$ cat config.mk
export PLATFORM = sky130hd
export DESIGN_NAME = boot_pwr_csr
export DESIGN_NICKNAME = d
export VERILOG_FILES = /design/src/rtl/bpc_pkg.sv /design/src/rtl/bpc_rst_sync.sv /design/src/rtl/bpc_addr_dec.sv /design/src/rtl/bpc_boot_flags.sv /design/src/rtl/bpc_pwr_state.sv /design/src/rtl/bpc_nmi_gen.sv /design/src/rtl/boot_pwr_csr.sv
export SDC_FILE = /design/constraint.sdc
export NUM_CORES = 1
export LEC_CHECK = 0
export ABC_AREA = 1
export CAP_MARGIN = 20
export CORE_AREA = 4 4 93 95
export DETAILED_ROUTE_END_ITERATION = 12
export DIE_AREA = 0 0 97 99
export GPL_TIMING_DRIVEN = 0
export HOLD_SLACK_MARGIN = 0.1
export MAX_ROUTING_LAYER = met4
export PLACE_DENSITY_LB_ADDON = 0.15
export SETUP_SLACK_MARGIN = 0.15
export SYNTH_ARGS = -nofsm -noshare
export SYNTH_HDL_FRONTEND = slang
export SYNTH_SLANG_ARGS = --single-unit
$ cat constraint.sdc
create_clock -name clk -period 1.3 [get_ports clk]
set_input_delay 0.195 -clock clk [delete_from_list [all_inputs] [get_ports clk]]
set_output_delay 0.195 -clock clk [all_outputs]
set_load 0.02 [all_outputs]
$ cat src/rtl/bpc_pkg.sv
package bpc_pkg;
  localparam int unsigned CSR_W      = 32;
  localparam int unsigned BOOT_OFF   = 0;
  localparam int unsigned PWR_OFF    = 4;
  localparam int unsigned NMI_BASE   = 8;
  localparam int unsigned NMI_STRIDE = 4;

  // byte offset of the NMI trigger register of core idx
  function automatic int unsigned nmi_offset(input int unsigned idx);
    return NMI_BASE + NMI_STRIDE * idx;
  endfunction
endpackage

$ cat src/rtl/bpc_rst_sync.sv
module bpc_rst_sync #(
  parameter int unsigned STAGES = 2
) (
  input  logic clk,
  input  logic arst_n,
  output logic rst_n
);
  logic [STAGES-1:0] chain;

  always_ff @(posedge clk or negedge arst_n) begin
    if (!arst_n) chain <= '0;
    else         chain <= {chain[STAGES-2:0], 1'b1};
  end

  assign rst_n = chain[STAGES-1];
endmodule

$ cat src/rtl/bpc_addr_dec.sv
module bpc_addr_dec
  import bpc_pkg::*;
#(
  parameter int unsigned NUM_CORES = 4,
  parameter int unsigned ADDR_W    = 8
) (
  input  logic [ADDR_W-1:0]    addr,
  output logic                 boot_sel,
  output logic                 pwr_sel,
  output logic [NUM_CORES-1:0] nmi_sel
);
  assign boot_sel = (addr == ADDR_W'(BOOT_OFF));
  assign pwr_sel  = (addr == ADDR_W'(PWR_OFF));

  for (genvar i = 0; i < NUM_CORES; i++) begin : g_nmi
    assign nmi_sel[i] = (addr == ADDR_W'(nmi_offset(i)));
  end
endmodule

$ cat src/rtl/bpc_boot_flags.sv
module bpc_boot_flags #(
  parameter int unsigned NUM_CORES = 4
) (
  input  logic                 clk,
  input  logic                 rst_n,
  input  logic                 wr_sel,
  input  logic [NUM_CORES-1:0] wr_bits,
  output logic [NUM_CORES-1:0] flags
);
  logic [NUM_CORES-1:0] set_req;
  assign set_req = wr_sel ? wr_bits : '0;

  always_ff @(posedge clk or negedge rst_n) begin
    if (!rst_n) flags <= '0;
    else        flags <= flags | set_req;
  end

  for (genvar i = 0; i < NUM_CORES; i++) begin : g_chk

    boot_sticky_chk: assert property (@(posedge clk) disable iff (!rst_n)
      flags[i] |=> flags[i]);

    boot_set_src_chk: assert property (@(posedge clk) disable iff (!rst_n)
      $rose(flags[i]) |-> $past(wr_sel && wr_bits[i]));
  end
endmodule

$ cat src/rtl/bpc_pwr_state.sv
module bpc_pwr_state
  import bpc_pkg::*;
(
  input  logic             clk,
  input  logic             rst_n,
  input  logic             wr_sel,
  input  logic [CSR_W-1:0] wr_data,
  output logic [CSR_W-1:0] word
);
  always_ff @(posedge clk or negedge rst_n) begin
    if (!rst_n)      word <= '0;
    else if (wr_sel) word <= wr_data;
  end


  pwr_hold_chk: assert property (@(posedge clk) disable iff (!rst_n)
    !wr_sel |=> $stable(word));

  pwr_load_chk: assert property (@(posedge clk) disable iff (!rst_n)
    wr_sel |=> word == $past(wr_data));
endmodule

$ cat src/rtl/bpc_nmi_gen.sv
module bpc_nmi_gen #(
  parameter int unsigned NUM_CORES = 4
) (
  input  logic                 clk,
  input  logic                 rst_n,
  input  logic                 wr_en,
  input  logic                 trig_bit,
  input  logic [NUM_CORES-1:0] nmi_sel,
  output logic [NUM_CORES-1:0] pulse
);
  logic fire;
  assign fire = wr_en & trig_bit;

  always_ff @(posedge clk or negedge rst_n) begin
    if (!rst_n) pulse <= '0;
    else        pulse <= fire ? nmi_sel : '0;
  end


  nmi_single_chk: assert property (@(posedge clk) disable iff (!rst_n)
    $onehot0(pulse));

  for (genvar i = 0; i < NUM_CORES; i++) begin : g_chk

    nmi_fire_chk: assert property (@(posedge clk) disable iff (!rst_n)
      (fire && nmi_sel[i]) |=> pulse[i]);

    nmi_cause_chk: assert property (@(posedge clk) disable iff (!rst_n)
      pulse[i] |-> $past(wr_en && trig_bit && nmi_sel[i]));
  end
endmodule

$ cat src/rtl/boot_pwr_csr.sv
module boot_pwr_csr
  import bpc_pkg::*;
#(
  parameter int unsigned NUM_CORES   = 4,
  parameter int unsigned ADDR_W      = 8,
  parameter int unsigned SYNC_STAGES = 2
) (
  input  logic                 clk,
  input  logic                 por_n,
  input  logic                 dev_rst_n,
  input  logic [ADDR_W-1:0]    addr,
  input  logic                 wr_en,
  input  logic [CSR_W-1:0]     wr_data,
  input  logic                 rd_en,
  output logic [CSR_W-1:0]     rd_data,
  output logic [NUM_CORES-1:0] nmi_pulse,
  output logic [NUM_CORES-1:0] boot_done,
  output logic [CSR_W-1:0]     pwr_word
);
  localparam int unsigned PAD_W = CSR_W - NUM_CORES;

  logic por_rst_n, dev_rst_sync_n, dev_arst_n;
  logic boot_sel, pwr_sel;
  logic [NUM_CORES-1:0] nmi_sel;
  logic [CSR_W-1:0] rd_next;

  // the device reset is also asserted by the power-on reset
  assign dev_arst_n = por_n & dev_rst_n;

  bpc_rst_sync #(.STAGES(SYNC_STAGES)) u_por_sync (
    .clk(clk), .arst_n(por_n), .rst_n(por_rst_n));
  bpc_rst_sync #(.STAGES(SYNC_STAGES)) u_dev_sync (
    .clk(clk), .arst_n(dev_arst_n), .rst_n(dev_rst_sync_n));

  bpc_addr_dec #(.NUM_CORES(NUM_CORES), .ADDR_W(ADDR_W)) u_dec (
    .addr(addr), .boot_sel(boot_sel), .pwr_sel(pwr_sel), .nmi_sel(nmi_sel));

  bpc_boot_flags #(.NUM_CORES(NUM_CORES)) u_boot (
    .clk(clk), .rst_n(dev_rst_sync_n), .wr_sel(wr_en & boot_sel),
    .wr_bits(wr_data[NUM_CORES-1:0]), .flags(boot_done));

  bpc_pwr_state u_pwr (
    .clk(clk), .rst_n(por_rst_n), .wr_sel(wr_en & pwr_sel),
    .wr_data(wr_data), .word(pwr_word));

  bpc_nmi_gen #(.NUM_CORES(NUM_CORES)) u_nmi (
    .clk(clk), .rst_n(dev_rst_sync_n), .wr_en(wr_en), .trig_bit(wr_data[0]),
    .nmi_sel(nmi_sel), .pulse(nmi_pulse));

  // NMI trigger registers and unmapped addresses read as zero
  always_comb begin
    rd_next = '0;
    if (boot_sel)     rd_next = {{PAD_W{1'b0}}, boot_done};
    else if (pwr_sel) rd_next = pwr_word;
  end

  always_ff @(posedge clk or negedge dev_rst_sync_n) begin
    if (!dev_rst_sync_n) rd_data <= '0;
    else                 rd_data <= rd_en ? rd_next : '0;
  end


  nmi_read_zero_chk: assert property (@(posedge clk) disable iff (!dev_rst_sync_n)
    (rd_en && (|nmi_sel)) |=> rd_data == '0);

  rd_idle_zero_chk: assert property (@(posedge clk) disable iff (!dev_rst_sync_n)
    !rd_en |=> rd_data == '0);

  boot_read_pad_chk: assert property (@(posedge clk) disable iff (!dev_rst_sync_n)
    (rd_en && boot_sel) |=> rd_data[CSR_W-1:NUM_CORES] == '0);

  pwr_warm_keep_chk: assert property (@(posedge clk) disable iff (!por_rst_n)
    (!dev_rst_sync_n && !(wr_en && pwr_sel)) |=> $stable(pwr_word));
endmodule

==> results.yml <==
logic_synthesis:
  syn_inst: 306
  ys_ff_latch: 76
  syn_avg_cell_area_sq_um: 9.73
  ys_seq_area_frac: 0.639
  synth_cell_types: 23
  synth_warnings: 0
  syn-cell-area_sq_um: 2980
route:
  wl_per_cell_um: 15.3
  postRouteAntennaNets: 0
  drt_iter0_drc: 71
  dr.pass1.iters: 4
  wirelength_um: 8430
  vias_per_cell: 4.65
  drc: 0
  via_count: 2569
placement:
  gp_congestion: 0.775
  place_ws_ns: -0.492
  dp_hpwl_um: 5830
  dp_cells: 524
  io_buffers: 114
timing:
  setup_tns_ns: 0
  slew_headroom: 0.607
  fmaxAchievable_ghz: 0.888
  setup_viol: 0
  setup_slack_ns: 0.174
  finalCritPeriodShare: 0.866
  fin_crit_ns: 1.13
  hold_viol: 0
  drv_slew: 0
  finalClockSkew_ns: 0.0119
  tightest_slew_ns: 0.590
  grt_setup_unrepaired: "true"
clocking:
  cts_sinks: 76
  ctsHtreeMaxLevel: 3
  cts-root-buf: "clkbuf_8"
  clock_latency_ns: 0.35
  clk_pin_slew_worst_paths_ns: 0.08
  numCtsBuffers: 9
  clock_path_buffers: 2
  cts_tree: "done"
grt:
  grt_overflow: 0
  grt.total_usage: 0.184
  antenna_found_initial: 0
  grt_max_degree: 41
  grt_pass1_vias: 2614
  grt_pass1_wl_um: 13400
floorplanning:
  rows: 32
  initial_utilization: 0.385
  die-height_um: 99
  core-area_sq_um: 7730
  die_area_sq_um: 9600
  ioPinCount: 117
  die_w_um: 97
min_path:
  min_from: "addr[2]"
  hold_class: "input port to flop"
worst_setup_path:
  required_ns: 1.11
  cp_max_fo: 3
  r2r_start: "u_pwr.word[2]$_DFFE_PN0P_"
  cp_cell_sequence: "buf_2"
  crit_arrival_ns: 0.93
  cp-startpoint: "u_pwr.word[2]$_DFFE_PN0P_"
  end_kind: "output pin"
  critPathKind: "flop to output pin"
  reg2reg_slack_ns: 0.50
  crit_family: "flip-flops"
  start_kind: "flop"
  cp_slowest_cell: "dfrtp_1"
  cp_num_buf_inv: 1
  cpPeakStageDelay_ns: 0.41
power:
  power.total_w: 0.00496
  p_leak_nw: 2.41
  vdd_ir_drop_max_mv: 0.593
  p_per_area_nw_per_um2: 1140
run_status:
  status: "complete, no violations"
final_layout:
  fin_cells: 553
  final_common_cell: "nand2_1"
  finalNetCount: 491
  layout_common_cells: "nand2_1, dfrtp_1, buf_2"
  drive_gt1_frac: 0.284
  area_delta_synth_final_pct: 46.4
  antenna_cells: 0
flow_run:
  cap_viol_max_count: 0
-- cell families (layout without fill, tap and decap cells) --
| kind of cell | count (synthesis) | count (layout) | synth area share |
|---|---|---|---|
| and+or+nand+nor | 174 | 174 | 0.259 |
| other | 1 | 2 | 0.00126 |
| AOI/OAI and AO/OA | 26 | 26 | 0.0471 |
| buffers and inverters | 29 | 173 | 0.0542 |
| DFF | 76 | 76 | 0.639 |
-- final cells by class --
cell class	count	area [sq um]
Buffer	18	149
Clock buffer	11	141
Clock inverter	5	83.8
Fill cell	718	3370
Inverter	11	41.3
Multi-Input combinational cell	202	948
Sequential cell	76	1910
Tap cell	102	128
Timing Repair Buffer	128	963
-- sequential cells by signal (all words and copies together), names as in the netlist --
register,cells
u_boot.flags,4
u_dev_sync.chain,2
u_nmi.pulse,4
u_por_sync.chain,2
rd_data,32
u_pwr.word,32
-- through the flow --
stage	instance area (sq um)	hold slack [ns]	utilization
floorplan	2980	-0.101	-
global placement	4250	0.335	0.550
detailed placement	4280	0.258	0.554
CTS	4330	0.196	0.560
global route	4360	0.113	0.564
finish	4360	0.110	0.564
-- layer usage --
| metal | part of all wire | vias up | track usage |
|---|---|---|---|
| li1 | - | 1250 | - |
| met1 | 0.45 | 1229 | 0.233 |
| met2 | 0.48 | 80 | 0.287 |
| met3 | 0.051 | 10 | 0.0446 |
| met4 | 0.015 | 0 | 0.0745 |
| met5 | 0 | - | - |
-- cell usage after synthesis --
cell type	n	area, sq um
o21ai_1	1	5.00
nor2_8	1	20.0
nor2_1	33	124
clkbuf_1	5	18.8
inv_1	10	37.5
nor2_2	3	18.8
nand2_1	84	315
inv_2	1	3.75
buf_1	1	3.75
nand2_2	2	12.5
conb_1	1	3.75
nand2_4	2	22.5
o21ai_0	20	100
nor2_4	2	22.5
buf_2	5	25.0
a21boi_0	3	22.5
a21o_1	1	7.51
buf_6	6	67.6
dfrtp_1	76	1900
a21oi_1	1	5.00
nor3_1	2	10.0
nand3_1	45	225
clkbuf_2	1	5.00
-- path summary, 6_finish.rpt --
path / endpoint / cells after the start
max in group asynchronous: u_dev_sync.chain[1]$_DFF_PN0_ / 4
max reg2reg: rd_data[2]$_DFF_PN0_ / 3
max: pwr_word[2] / 1
min: u_nmi.pulse[0]$_DFF_PN0_ / 2
min reg2reg: u_pwr.word[7]$_DFFE_PN0P_ / 0
min in group asynchronous: u_pwr.word[7]$_DFFE_PN0P_ / 0
-- report_power, final --
group	leakage (nW)	internal, W	switching, W
logic	1.28	0.000205	0.000238
clock network	0.106	0.00114	0.000891
registers	1.03	0.00242	0.0000703
-- worst reg2reg max path: cells and delay by family, from the launching register on --
kind	cells	cell delay, ns
flip-flops	1	0.40
AND/OR/NAND/NOR	2	0.16
AO/OA/AOI/OAI	1	0.18
-- repair_timing --
action | 4_1_cts | 5_1_grt
buffers inserted | 7 | 1
hold buffers | 2 | 0
gates resized for setup | 315 | 12
cloned | 3 | 0
hold endpoints to repair | 4 | 0
pin swaps | 6 | 0
endpoints found under the setup margin | 140 | 68
Power figures use the tool's default switching activity.
